[src/rtl/lsag_pkg.sv]
package lsag_pkg;
  // encoding is decoded from the instruction field; order is fixed
  typedef enum logic [1:0] {
    SH_LEFT      = 2'b00,
    SH_RIGHT_LOG = 2'b01,
    SH_RIGHT_ARI = 2'b10,
    SH_ROTATE    = 2'b11
  } shift_kind_e;
endpackage

[src/rtl/lsag_shifter.sv]
module lsag_shifter
  import lsag_pkg::*;
#(
  parameter int W    = 32,
  parameter int SH_W = $clog2(W)
) (
  input  logic [W-1:0]    data_i,
  input  shift_kind_e     kind_i,
  input  logic [SH_W-1:0] amt_i,
  output logic [W-1:0]    data_o
);
  logic [W-1:0] stage [0:SH_W];
  assign stage[0] = data_i;

  // log-depth barrel: stage k moves by 2^k when amt bit k is set
  for (genvar k = 0; k < SH_W; k++) begin : g_stage
    localparam int S = 1 << k;
    logic [W-1:0] cur, moved;
    assign cur = stage[k];
    always_comb begin
      unique case (kind_i)
        SH_LEFT:      moved = {cur[W-1-S:0], {S{1'b0}}};
        SH_RIGHT_LOG: moved = {{S{1'b0}}, cur[W-1:S]};
        SH_RIGHT_ARI: moved = {{S{cur[W-1]}}, cur[W-1:S]};
        SH_ROTATE:    moved = {cur[S-1:0], cur[W-1:S]};
        default:      moved = cur;
      endcase
    end
    assign stage[k+1] = amt_i[k] ? moved : cur;
  end

  assign data_o = stage[SH_W];
endmodule

[src/rtl/lsag_offset_mux.sv]
module lsag_offset_mux #(
  parameter int W     = 32,
  parameter int IMM_W = 12
) (
  input  logic             reg_form_i,
  input  logic [IMM_W-1:0] imm_i,
  input  logic [W-1:0]     shifted_i,
  output logic [W-1:0]     offset_o
);
  logic [W-1:0] imm_ext;
  assign imm_ext  = {{(W-IMM_W){1'b0}}, imm_i};
  assign offset_o = reg_form_i ? shifted_i : imm_ext;
endmodule

[src/rtl/lsag_addr_calc.sv]
module lsag_addr_calc #(
  parameter int W = 32
) (
  input  logic [W-1:0] base_i,
  input  logic [W-1:0] offset_i,
  input  logic         up_i,
  output logic [W-1:0] addr_o
);
  // single adder; subtract via inverted offset and carry-in
  logic [W-1:0] opnd;
  assign opnd   = up_i ? offset_i : ~offset_i;
  assign addr_o = base_i + opnd + {{(W-1){1'b0}}, ~up_i};
endmodule

[src/rtl/lsag_top.sv]
module lsag_top
  import lsag_pkg::*;
#(
  parameter int ADDR_W = 32,
  parameter int IMM_W  = 12,
  localparam int SH_W  = $clog2(ADDR_W)
) (
  input  logic              clk_i,
  input  logic              rst_ni,
  input  logic              valid_i,
  input  logic              load_i,
  input  logic              up_i,
  input  logic              reg_form_i,
  input  logic [ADDR_W-1:0] base_i,
  input  logic [IMM_W-1:0]  imm_i,
  input  logic [ADDR_W-1:0] roff_i,
  input  logic [1:0]        sh_kind_i,
  input  logic [SH_W-1:0]   sh_amt_i,
  output logic [ADDR_W-1:0] addr_o,
  output logic              rd_en_o,
  output logic              wr_en_o
);
  logic [ADDR_W-1:0] shifted, offset, addr_d;

  lsag_shifter #(.W(ADDR_W), .SH_W(SH_W)) u_shift (
    .data_i (roff_i),
    .kind_i (shift_kind_e'(sh_kind_i)),
    .amt_i  (sh_amt_i),
    .data_o (shifted)
  );

  lsag_offset_mux #(.W(ADDR_W), .IMM_W(IMM_W)) u_omux (
    .reg_form_i (reg_form_i),
    .imm_i      (imm_i),
    .shifted_i  (shifted),
    .offset_o   (offset)
  );

  lsag_addr_calc #(.W(ADDR_W)) u_calc (
    .base_i   (base_i),
    .offset_i (offset),
    .up_i     (up_i),
    .addr_o   (addr_d)
  );

  always_ff @(posedge clk_i or negedge rst_ni) begin
    if (!rst_ni) begin
      addr_o  <= '0;
      rd_en_o <= 1'b0;
      wr_en_o <= 1'b0;
    end else begin
      rd_en_o <= valid_i & load_i;
      wr_en_o <= valid_i & ~load_i;
      if (valid_i) addr_o <= addr_d;
    end
  end
endmodule

[config.mk]
export PLATFORM = sky130hd
export DESIGN_NAME = lsag_top
export DESIGN_NICKNAME = d
export VERILOG_FILES = /design/src/rtl/lsag_pkg.sv /design/src/rtl/lsag_shifter.sv /design/src/rtl/lsag_offset_mux.sv /design/src/rtl/lsag_addr_calc.sv /design/src/rtl/lsag_top.sv
export SDC_FILE = /design/constraint.sdc
export NUM_CORES = 1
export LEC_CHECK = 0
export BUFFER_PORTS_ARGS = -buffer_cell sky130_fd_sc_hd__buf_2
export CAP_MARGIN = 20
export CORE_ASPECT_RATIO = 1.5
export CORE_UTILIZATION = 40
export CTS_BUF_LIST = sky130_fd_sc_hd__clkbuf_8
export CTS_CLUSTER_SIZE = 40
export DETAILED_ROUTE_END_ITERATION = 10
export HOLD_SLACK_MARGIN = 0.12
export PLACE_DENSITY_LB_ADDON = 0.12
export SLEW_MARGIN = 10
export SYNTH_ARGS = -nofsm -noshare
export SYNTH_HDL_FRONTEND = slang
export SYNTH_SLANG_ARGS = --single-unit
export TNS_END_PERCENT = 30
[constraint.sdc]
create_clock -name clk_i -period 0.8 [get_ports clk_i]
set_input_delay 0 -clock clk_i [delete_from_list [all_inputs] [get_ports clk_i]]
set_output_delay 0 -clock clk_i [all_outputs]
set_load 0.01 [all_outputs]
==> flow_metrics.env, run 1 <==
export IMPL_place_inst=1634
export IMPL_cts_tree="yes"
export IMPL_crit_end="addr_o[31]$_DFFE_PN0P_"
export IMPL_max_freq_mhz=222
export IMPL_drt_iter0_markers=588
export IMPL_min_from="base_i[0]"
export IMPL_instances_no_fill=1688
export IMPL_peakVddDrop_mv=0.671
export IMPL_fp_row_count=60
export IMPL_swShare_pct=42.1
export IMPL_antenna_found_initial=0
export IMPL_numPortBuffers=122
export IMPL_vias_per_cell=5.86
export IMPL_power_switching_mw=7.19
export IMPL_clock_latency_ps=300
export IMPL_drv_cap=0
export IMPL_clk_pin_slew_ps=70
export IMPL_grt_pass1_wl_um=49700
export IMPL_ff2ff_path_depth=2
export IMPL_multi_input_area_um2=7000
export IMPL_io_pins=123
export IMPL_core_um2=17900
export IMPL_routed_top_layer="met4"
export IMPL_violations="setup timing"
export IMPL_cp_startpoint="sh_kind_i[0]"
export IMPL_start_util_pct=40.9
export IMPL_critical_path_class="primary input to flip-flop"
export IMPL_r2r_slack_ps=-20
export IMPL_grt_usage_pct=33.4
export IMPL_setup_violations=64
export IMPL_rsz0062_at_grt="yes"
export IMPL_synth_commonest_cells="nor2_1, a21oi_1, nand2_1"
export IMPL_synth_edf_count=0
export IMPL_synth_cell_types=79
export IMPL_num_fill_cells=1513
export IMPL_grt_pass1_vias=9621
export IMPL_critical_path_required_ps=1030
export IMPL_clock_root_buffer="clkbuf_8"
export IMPL_cts_max_path_buffers=2
export IMPL_hold_viol_final=0
export IMPL_hold_path_class="primary input to flip-flop"
export IMPL_yosysTopAreaCell="dfrtp_1"
export IMPL_numCtsBuffers=5
export IMPL_dieArea_um2=18900
export IMPL_wl_um=32800
export IMPL_met1Wirelength_um=11600
export IMPL_drc=0
export IMPL_intPower_mw=9.90
export IMPL_wl_met3_um=1230
export IMPL_vias=9893
export IMPL_post_dp_hpwl_um=26300
export IMPL_period_needed_ps=4510
export IMPL_syn_avg_cell_area_um2=7.39
export IMPL_async_flop_share_pct=100
export IMPL_cp_start_kind="primary input"
export IMPL_p_per_area_nw_per_um2=1370
export IMPL_outcome="finished with violations"
export IMPL_cp_max_fo=7
export IMPL_syn_nets=1114
export IMPL_overflow=0
export IMPL_grt_start_max_net_pins=35
export IMPL_netlist_area_um2=7330
export IMPL_synth_top_area_share_pct=11.6
export IMPL_combPwrFrac_pct=76.6
export IMPL_synth_flop_cell="dfrtp_1"
export IMPL_synth_seq_cells=34
export IMPL_final_util_pct=69.5
export IMPL_synth_most_common_cell="nor2_1"
export IMPL_yosys_top_cells_area="dfrtp_1, mux4_2, ha_1, a21oi_1, o21ai_0"
export IMPL_h_tree_depth=2
export IMPL_setup_ws_ps=-3710
export IMPL_rr_startpoint="addr_o[29]$_DFFE_PN0P_"
export IMPL_synth_cells=992
export IMPL_p_leak_nw=5.76
export IMPL_yosysSeqAreaShare_pct=11.6
export IMPL_reg2reg_to="addr_o[29]$_DFFE_PN0P_"
export IMPL_clkSinkCount=34
export IMPL_period_share_pct=564
export IMPL_worst_pin_slew_ps=502
export IMPL_die_h_um=168
export IMPL_relSlewSlack_pct=66.1
export IMPL_critical_path_arrival_ps=4740
export IMPL_ant_nets=0
export IMPL_seqPwrFrac_pct=16.0
export IMPL_syn2layout_area_growth_pct=70.1
export IMPL_slew_viol_final=0
export IMPL_die_w_um=113
export IMPL_place_area_um2=10900
export IMPL_final_setup_skew_ps=0
export IMPL_firstDrtPassIters=6
export IMPL_drive_above_1_share_pct=53.5
export IMPL_clockPowerShare_pct=7.4
export IMPL_ys_warn_count=0
export IMPL_regArea_um2=851
export IMPL_endpoint_kind="flip-flop"
export IMPL_final_cell_area_um2=12500
export IMPL_final_nets=1593
export IMPL_gp_congestion=0.995
export IMPL_wl_per_cell_um=19.4
export IMPL_place_ws_ps=-4350
export IMPL_antenna_cells=0
export IMPL_wl_met2_um=17200
## registers in the layout (all words and copies together), names as in the netlist
| signal | count |
|---|---|
| addr_o | 32 |
| rd_en_o | 1 |
| wr_en_o | 1 |
## cell type report
| cell class | count | area share [%] |
|---|---|---|
| multi-input combinational | 847 | 56.1 |
| clock buffer | 5 | 0.552 |
| sequential | 34 | 6.82 |
| tap | 217 | 2.18 |
| timing repair buffer | 550 | 33.3 |
| inverter | 33 | 1.01 |
| clock inverter | 2 | 0.0803 |
## power groups by stage
stage | clock network (mW) | registers (mW) | logic, mW
finish | 1.26 | 2.73 | 13.1
detailed placement | 0 | 2.75 | 10.9
global placement | 0 | 2.73 | 10.8
CTS | 1.31 | 2.72 | 11.6
floorplan | 0 | 3.09 | 5.45
global route | 1.32 | 2.82 | 14.1
## worst max-delay path, cell delays in order
cell	delay [ps]
buf_12	120
buf_8	130
buf_1	150
o21ai_2	140
a31oi_2	120
mux2_4	290
a21oi_2	320
buf_4	190
nand3_1	70
and3_1	180
a31oi_1	190
o32a_1	320
a21oi_2	100
xnor2_1	140
ha_1	220
a211oi_2	280
o2111ai_2	200
o32ai_2	320
a2111o_1	170
o21ai_2	90
a31oi_4	270
a211oi_2	120
or4_1	470
a31oi_1	160
## stage by stage
| stage | total power, mW | hold WS (ps) | setup TNS (ps) |
|---|---|---|---|
| after CTS | 15.7 | 137 | -105080 |
| after global routing | 18.2 | 174 | -113520 |
| after floorplan | 8.54 | -296 | -103640 |
| final | 17.1 | 145 | -107100 |
| after detailed placement | 13.7 | -23.5 | -122260 |
| after global placement | 13.6 | -26.1 | -120680 |
## cell usage in the layout, fill, tap and decap left out, types with 16 or more instances in the layout
master,Yosys,layout
a21o_1,25,25
a21oi_1,79,55
a21oi_2,0,22
a31oi_1,38,18
buf_2,16,119
buf_4,3,383
buf_6,8,27
dfrtp_1,34,34
ha_1,32,30
inv_1,30,28
mux2_4,0,16
mux2i_1,22,16
mux4_2,18,18
nand2_1,79,75
nand3_1,27,25
nor2_1,100,92
o21ai_0,76,49
o21ai_1,3,18
xnor2_1,31,24
xor2_1,28,27
## what timing repair did
action,in CTS,in global routing
pin swaps,48,79
resized for setup,125,131
hold buffers,3,0
hold endpoints to repair,37,0
buffers inserted,16,28
setup endpoints to repair,66,66
gates cloned,3,0
## how the worst min path moves through the flow
| stage | to | cells past startpoint |
|---|---|---|
| final | addr_o[0]$_DFFE_PN0P_ | 4 |
| after global routing | rd_en_o$_DFF_PN0_ | 3 |
| after CTS | rd_en_o$_DFF_PN0_ | 3 |
| after detailed placement | addr_o[26]$_DFFE_PN0P_ | 2 |
| after global placement | addr_o[24]$_DFFE_PN0P_ | 2 |
| after floorplan | addr_o[0]$_DFFE_PN0P_ | 0 |
## per-layer routing
layer	GRT usage (%)	up-vias
met5	0	-
met4	24.8	0
met3	2.09	133
met2	64.0	366
met1	33.5	4673
li1	-	4721
## kinds of logic after synthesis
| group | after synthesis | share of synthesized area, % |
|---|---|---|
| fa+ha+maj | 33 | 5.73 |
| xor+xnor | 59 | 7.05 |
| buf+inv | 111 | 6.93 |
| mux | 71 | 13.3 |
| flops | 34 | 11.6 |
| compound gates | 380 | 35.0 |
| simple gates | 304 | 20.4 |
Power figures use the tool's default switching activity.
==> run 2: changes to the inputs <==
==> constraint.sdc (replaced) <==
create_clock -name clk_i -period 0.8 [get_ports clk_i]
set_input_delay 0.08 -clock clk_i [delete_from_list [all_inputs] [get_ports clk_i]]
set_output_delay 0.08 -clock clk_i [all_outputs]
set_load 0.01 [all_outputs]
==> run 2 against run 1 <==
  * The run still ends with setup timing left
  * Cell area rose by 0.30%
  * Register-to-register slack barely moved
  * Die area did not move
  * Sequential cell count did not move
  * Critical path depth fell by 2
  * Worst hold slack improved by 32 ps
  * Clock power rose by 11%
  * Setup slack got worse by 200 ps
  * Count of clock-buffer cells in the layout rose by 1
  * Combinational power barely moved
  * Critical endpoint unchanged
  * Largest cell class unchanged
==> flow_metrics.env, run 2 (synthesis results as in run 1) <==
export IMPL_outcome="finished with violations"
export IMPL_violations="setup timing"
export IMPL_antenna_found_initial=0
export IMPL_met2_usage_pct=65.0
export IMPL_final_setup_skew_ps=0
export IMPL_grt_start_max_net_pins=36
export IMPL_grt_pass1_wl_um=51700
export IMPL_path_cells="buf_2 -> buf_4 -> or3b_2 -> a31oi_2 -> nor2_1 -> a21oi_2 -> nand2_1 -> a31o_2 -> o22a_1 -> o2111ai_2 -> o21ai_1 -> xor2_1 -> ha_1 -> a211oi_4 -> o2111ai_4 -> o32ai_2 -> a2111o_1 -> o21ai_2 -> a31oi_4 -> a211oi_2 -> or4_1 -> a31oi_1"
export IMPL_ff2ff_path_depth=2
export IMPL_setup_ws_ps=-3910
export IMPL_slew_viol_final=0
export IMPL_hold_viol_final=0
export IMPL_num_fill_cells=1477
export IMPL_clock_latency_ps=300
export IMPL_hold_path_end="addr_o[23]$_DFFE_PN0P_"
export IMPL_final_cell_area_um2=12500
export IMPL_endpoint_kind="flip-flop"
export IMPL_place_area_um2=10800
export IMPL_core_um2=17900
export IMPL_gp_congestion=0.991
export IMPL_overflow=0
export IMPL_drv_cap=0
export IMPL_peakVddDrop_mv=0.904
export IMPL_hold_depth=3
export IMPL_clk_pin_slew_ps=80
export IMPL_cp_max_fo=5
export IMPL_dieArea_um2=18900
export IMPL_firstDrtPassIters=5
export IMPL_seqPwrFrac_pct=15.9
export IMPL_cp_num_buf_inv=2
export IMPL_final_common_cell="buf_4"
export IMPL_clkSinkCount=34
export IMPL_max_freq_mhz=213
export IMPL_combPwrFrac_pct=76.0
export IMPL_final_util_pct=69.7
export IMPL_reg2reg_to="addr_o[29]$_DFFE_PN0P_"
export IMPL_min_from="valid_i"
export IMPL_start_util_pct=40.9
export IMPL_grt_pass1_vias=10100
export IMPL_setup_violations=66
export IMPL_clockPowerShare_pct=8.2
export IMPL_swShare_pct=42.3
export IMPL_numCtsBuffers=5
export IMPL_worst_pin_slew_ps=693
export IMPL_drc=0
export IMPL_final_nets=1585
export IMPL_reg_top3="addr_o: 32 flops, rd_en_o: 1 flops, wr_en_o: 1 flops"
export IMPL_power_switching_mw=7.25
export IMPL_period_share_pct=588
export IMPL_cp_slowest_cell="or4_1"
export IMPL_wl_um=33800
export IMPL_intPower_mw=9.90
export IMPL_max_stage_delay_ps=520
export IMPL_clock_root_buffer="clkbuf_8"
export IMPL_critPathTopFamily="compound AO/OA/AOI/OAI gates"
export IMPL_max_flop_register="addr_o"
export IMPL_grt_usage_pct=34.7
export IMPL_fp_row_count=60
export IMPL_io_pins=123
export IMPL_critical_path_arrival_ps=4930
export IMPL_critical_path_required_ps=1020
export IMPL_vias_per_cell=5.93
export IMPL_wl_per_cell_um=20.1
export IMPL_rsz0062_at_grt="yes"
export IMPL_rr_startpoint="addr_o[29]$_DFFE_PN0P_"
export IMPL_period_needed_ps=4710
export IMPL_cts_max_path_buffers=2
export IMPL_grt_util_met3_pct=2.34
export IMPL_numPortBuffers=122
export IMPL_die_w_um=113
export IMPL_instances_no_fill=1681
export IMPL_relSlewSlack_pct=53.7
export IMPL_antenna_cells=0
export IMPL_grt_busiest_layer="met2"
export IMPL_ant_nets=0
export IMPL_layout_common_cells="buf_4, buf_2, nor2_1"
export IMPL_drt_iter0_markers=599
export IMPL_syn2layout_area_growth_pct=70.6
export IMPL_p_leak_nw=5.76
export IMPL_vias=9974
export IMPL_r2r_slack_ps=-20
export IMPL_place_inst=1625
export IMPL_cts_tree="yes"
export IMPL_critical_path_class="primary input to flip-flop"
export IMPL_tns_ps=-111750
export IMPL_die_h_um=168
export IMPL_h_tree_depth=2
export IMPL_hold_path_class="primary input to flip-flop"
export IMPL_p_per_area_nw_per_um2=1370
export IMPL_drive_above_1_share_pct=52.9
export IMPL_cp_start_kind="primary input"
export IMPL_post_dp_hpwl_um=26400
export IMPL_largest_reg_flops=32
export IMPL_use_met1_pct=34.5
## run 2: cell count changes in the layout (fill, tap and decap cells not counted), sizes merged
cell         change
clkbuf           +2
inv              +1
buf             -10
bufbuf           +2
dlygate4sd3      -1
clkinv           -1
## run 2: repair_timing
| action | 4_1_cts | 5_1_grt |
|---|---|---|
| pin swaps | 49 | 51 |
| hold buffers | 2 | 0 |
| cloned | 5 | 1 |
| gates resized for setup | 170 | 73 |
| setup endpoints to repair | 66 | 66 |
| hold endpoints to repair | 36 | 0 |
| buffers inserted | 30 | 13 |
## run 2: power by group through the flow
stage	clock [mW]	sequential, mW	combinational, mW
after detailed placement	0	2.75	10.9
after floorplan	0	3.09	5.45
after global routing	1.46	2.80	13.9
after CTS	1.43	2.71	12.2
final	1.40	2.72	13.0
after global placement	0	2.72	10.8
## run 2: area by class of cell
type                       count  area (um^2)  area share (%)
clock inverter                 2         8.76          0.0700
clock buffer                   6         82.6           0.660
timing repair buffer         542         4170            33.3
multi-input combinational    847         7000            56.0
sequential                    34          851            6.80
tap                          217          272            2.17
inverter                      33          124           0.990
## run 2: per-stage QoR
step,power [mW],hold WS [ps],setup WS [ps]
after global routing,18.2,211,-4130
final,17.2,176,-3910
after detailed placement,13.7,54.9,-4620
after floorplan,8.54,-216,-3940
after global placement,13.6,53.9,-4580
after CTS,16.3,167,-3800
## run 2: routing by layer
layer  up-vias  wire length [um]
met1      4736             12000
met4         0              2940
li1       4701                 -
met2       394             17600
met3       143              1260
met5         -                 0
## run 2: how the worst max path moves through the flow
stage	start	slack [ps]	to	cells past startpoint
after global placement	sh_kind_i[0]	-4580	addr_o[21]$_DFFE_PN0P_	24
after detailed placement	sh_kind_i[0]	-4620	addr_o[19]$_DFFE_PN0P_	25
after CTS	sh_kind_i[1]	-3800	addr_o[21]$_DFFE_PN0P_	27
after floorplan	sh_kind_i[1]	-3940	addr_o[31]$_DFFE_PN0P_	24
final	roff_i[9]	-3910	addr_o[31]$_DFFE_PN0P_	22
after global routing	roff_i[9]	-4130	addr_o[31]$_DFFE_PN0P_	23
## run 2: tightest hold or removal path, cell delays in order
cell and delay [ps]:
buf_2 160, buf_12 150, a21oi_1 60
==> run 3: changes to the inputs <==
--- a/config.mk
+++ b/config.mk
@@ -8,8 +8,7 @@
 export BUFFER_PORTS_ARGS = -buffer_cell sky130_fd_sc_hd__buf_2
 export CAP_MARGIN = 20
 export CORE_ASPECT_RATIO = 1.5
-export CORE_UTILIZATION = 40
-export CTS_BUF_LIST = sky130_fd_sc_hd__clkbuf_8
+export CORE_UTILIZATION = 54
 export CTS_CLUSTER_SIZE = 40
 export DETAILED_ROUTE_END_ITERATION = 10
 export HOLD_SLACK_MARGIN = 0.12
==> run 3 against run 2 <==
  * The run now fails in 5_1_grt
  * Synthesized area unchanged
  * Synthesized cell count unchanged
==> flow_metrics.env, run 3 <==
export IMPL_netlist_area_um2=7330
export IMPL_grt_usage_pct=69.9
export IMPL_synth_seq_cells=34
export IMPL_syn_avg_cell_area_um2=7.39
export IMPL_yosys_top_cells_area="dfrtp_1, mux4_2, ha_1, a21oi_1, o21ai_0"
export IMPL_synth_flop_cell="dfrtp_1"
export IMPL_post_dp_hpwl_um=25300
export IMPL_failing_step="5_1_grt"
export IMPL_start_util_pct=55.8
export IMPL_error_line="[ERROR GRT-0232] Routing congestion too high. Check the congestion heatmap in the GUI."
export IMPL_synth_most_common_cell="nor2_1"
export IMPL_yosysSeqAreaShare_pct=11.6
export IMPL_outcome="did not finish"
export IMPL_synth_cells=992
export IMPL_io_pins=123
export IMPL_place_area_um2=10600
export IMPL_yosysTopAreaCell="dfrtp_1"
export IMPL_syn_nets=1114
export IMPL_place_inst=1545
export IMPL_fp_row_count=51
export IMPL_synth_top_area_share_pct=11.6
export IMPL_clock_root_buffer="clkbuf_16"
export IMPL_ys_warn_count=0
export IMPL_async_flop_share_pct=100
export IMPL_synth_commonest_cells="nor2_1, a21oi_1, nand2_1"
export IMPL_h_tree_depth=2
export IMPL_die_w_um=97.2
export IMPL_synth_cell_types=79
export IMPL_clkSinkCount=34
export IMPL_synth_edf_count=0
export IMPL_cts_max_path_buffers=2
export IMPL_grt_start_max_net_pins=35
export IMPL_die_h_um=145
export IMPL_numPortBuffers=122
export IMPL_gp_congestion=1.03
export IMPL_numCtsBuffers=5
export IMPL_overflow=102
[run 3: cell counts after synthesis]
Identical to the previous run, type by type.
[run 3: stage by stage]
step / hold slack, ps / setup slack (ps)
floorplan: -216 / -3940
global placement: 48.3 / -4370
detailed placement: 50.6 / -4390
CTS: 232 / -3730
[run 3: repair_timing]
item / 4_1_cts
setup endpoints to repair: 66
hold buffers: 2
resized for setup: 136
pin swaps: 71
hold endpoints to repair: 36
buffers inserted: 24
cloned: 5
[run 3: cells by family after synthesis]
logic type                 Yosys count  share of synthesized area, %
xor gates and xnor gates            59                          7.05
buffers and inverters              111                          6.93
muxes                               71                          13.3
DFF                                 34                          11.6
and+or+nand+nor                    304                          20.4
adders and majority gates           33                          5.73
AOI/OAI and AO/OA                  380                          35.0
[run 3: layer usage]
metal | global-route usage [%] | overflow
met5 | 4.40 | 0
met1 | 64.4 | 1
met3 | 41.5 | 0
met2 | 98.1 | 61
met4 | 85.1 | 40
==> run 4: changes to the inputs <==
--- a/config.mk
+++ b/config.mk
@@ -7,12 +7,9 @@
 export LEC_CHECK = 0
 export BUFFER_PORTS_ARGS = -buffer_cell sky130_fd_sc_hd__buf_2
 export CAP_MARGIN = 20
-export CORE_ASPECT_RATIO = 1.5
-export CORE_UTILIZATION = 54
-export CTS_CLUSTER_SIZE = 40
+export CORE_UTILIZATION = 40
 export DETAILED_ROUTE_END_ITERATION = 10
-export HOLD_SLACK_MARGIN = 0.12
-export PLACE_DENSITY_LB_ADDON = 0.12
+export PLACE_DENSITY_LB_ADDON = 0.15
 export SLEW_MARGIN = 10
 export SYNTH_ARGS = -nofsm -noshare
 export SYNTH_HDL_FRONTEND = slang
==> constraint.sdc (replaced) <==
create_clock -name clk_i -period 1.04 [get_ports clk_i]
set_input_delay 0.104 -clock clk_i [delete_from_list [all_inputs] [get_ports clk_i]]
set_output_delay 0.104 -clock clk_i [all_outputs]
set_load 0.01 [all_outputs]
==> run 4 against run 3 <==
  * The flow now finishes, with violations (setup timing)
==> flow_metrics.env, run 4 (synthesis results as in run 1) <==
export IMPL_outcome="finished with violations"
export IMPL_violations="setup timing"
export IMPL_drc=0
export IMPL_start_util_pct=40.8
export IMPL_reg_top3="addr_o: 32 flops, rd_en_o: 1 flops, wr_en_o: 1 flops"
export IMPL_critical_path_class="primary input to flip-flop"
export IMPL_period_share_pct=457
export IMPL_clock_latency_ps=290
export IMPL_vias=10100
export IMPL_wl_per_cell_um=19.7
export IMPL_instances_no_fill=1697
export IMPL_die_w_um=137
export IMPL_antenna_found_initial=0
export IMPL_place_inst=1649
export IMPL_worst_pin_slew_ps=541
export IMPL_slew_viol_final=0
export IMPL_cts_max_path_buffers=2
export IMPL_p_per_area_nw_per_um2=1080
export IMPL_io_pins=123
export IMPL_p_leak_nw=5.73
export IMPL_hold_depth=4
export IMPL_rsz0062_at_grt="yes"
export IMPL_numCtsBuffers=5
export IMPL_antenna_cells=0
export IMPL_hold_path_class="primary input to flip-flop"
export IMPL_core_um2=18000
export IMPL_largest_reg_flops=32
export IMPL_cp_start_kind="primary input"
export IMPL_final_nets=1590
export IMPL_dieArea_um2=18900
export IMPL_critical_path_required_ps=1250
export IMPL_tns_ps=-103460
export IMPL_relSlewSlack_pct=63.6
export IMPL_peakVddDrop_mv=0.906
export IMPL_post_dp_hpwl_um=25700
export IMPL_final_setup_skew_ps=0
export IMPL_grt_start_max_net_pins=35
export IMPL_setup_violations=32
export IMPL_syn2layout_area_growth_pct=70.9
export IMPL_final_util_pct=69.8
export IMPL_critical_path_arrival_ps=4970
export IMPL_setup_ws_ps=-3720
export IMPL_overflow=0
export IMPL_gp_congestion=0.997
export IMPL_grt_pass1_wl_um=50500
export IMPL_endpoint_kind="flip-flop"
export IMPL_final_common_cell="buf_4"
export IMPL_ff2ff_path_depth=2
export IMPL_vias_per_cell=5.93
export IMPL_hold_viol_final=0
export IMPL_drive_above_1_share_pct=53.3
export IMPL_grt_pass1_vias=9476
export IMPL_max_freq_mhz=210
export IMPL_cts_tree="yes"
export IMPL_clock_root_buffer="clkbuf_16"
export IMPL_drt_iter0_markers=895
export IMPL_period_needed_ps=4760
export IMPL_clkSinkCount=34
export IMPL_drv_cap=0
export IMPL_wl_um=33500
export IMPL_firstDrtPassIters=6
export IMPL_h_tree_depth=2
export IMPL_die_h_um=137
export IMPL_clk_pin_slew_ps=50
export IMPL_grt_usage_pct=34.9
export IMPL_max_flop_register="addr_o"
export IMPL_layout_common_cells="buf_4, buf_2, nor2_1"
export IMPL_cp_max_fo=13
export IMPL_ant_nets=0
export IMPL_numPortBuffers=122
export IMPL_fp_row_count=49
export IMPL_whs_ps=230
[run 4: worst paths after layout]
kind                                         from                endpoint  slack, ps
max reg2reg                addr_o[29]$_DFFE_PN0P_  addr_o[29]$_DFFE_PN0P_        240
min in group asynchronous                  rst_ni  addr_o[30]$_DFFE_PN0P_        310
min                                       valid_i       wr_en_o$_DFF_PN0_        230
min reg2reg                addr_o[25]$_DFFE_PN0P_  addr_o[25]$_DFFE_PN0P_        480
max in group asynchronous                  rst_ni   addr_o[2]$_DFFE_PN0P_        540
max                                  sh_kind_i[1]  addr_o[31]$_DFFE_PN0P_      -3720
[run 4: through the flow]
stage               power (mW)  instance area [um^2]  worst slack, ps
floorplan                 6.57                  7460            -3720
global placement          10.5                 10900            -4250
detailed placement        10.6                 10900            -4330
CTS                       13.2                 12200            -3570
global route              14.4                 12500            -3870
finish                    13.6                 12500            -3720
[run 4: repair_timing]
item                       4_1_cts  5_1_grt
hold buffers                     2        0
hold endpoints to repair        35        0
setup buffers                   22       10
gates resized for setup        183       47
pin swaps                       86       31
cloned                           6        1
setup endpoints to repair       32       32
[run 4: area by class of cell]
type                       count  area [um^2]
multi-input combinational    847         6910
timing repair buffer         547         4220
sequential                    34          851
fill                        1461         5430
clock inverter                 2         10.0
clock buffer                   5          125
inverter                      33          128
tap                          229          287
[run 4: where the power goes]
group          internal [mW]  switching, mW  total, mW
Sequential              1.85          0.256       2.10
Clock                  0.867          0.634       1.50
Combinational           5.19           4.78       9.97
Total                   7.91           5.67       13.6
[run 4: layer usage]
layer,GRT usage [%],share of wire [%]
met1,47.4,43
met2,55.6,46
met3,5.56,7.8
met4,11.9,3.0
met5,0,0
[run 4: critical path: stages]
cell and delay [ps]:
buf_12 110, buf_12 110, buf_12 130, or3b_2 490, a311oi_2 300, buf_4 170, a21oi_1 50, nor2_2 150
o21ai_1 100, and3_1 220, o32a_1 390, a21oi_2 220, xnor2_1 110, ha_2 200, a211oi_4 330, o2111ai_4 180
o32ai_2 310, a2111o_1 190, o21ai_2 110, a31oi_4 210, a211oi_2 110, or4_1 520, a31oi_1 130
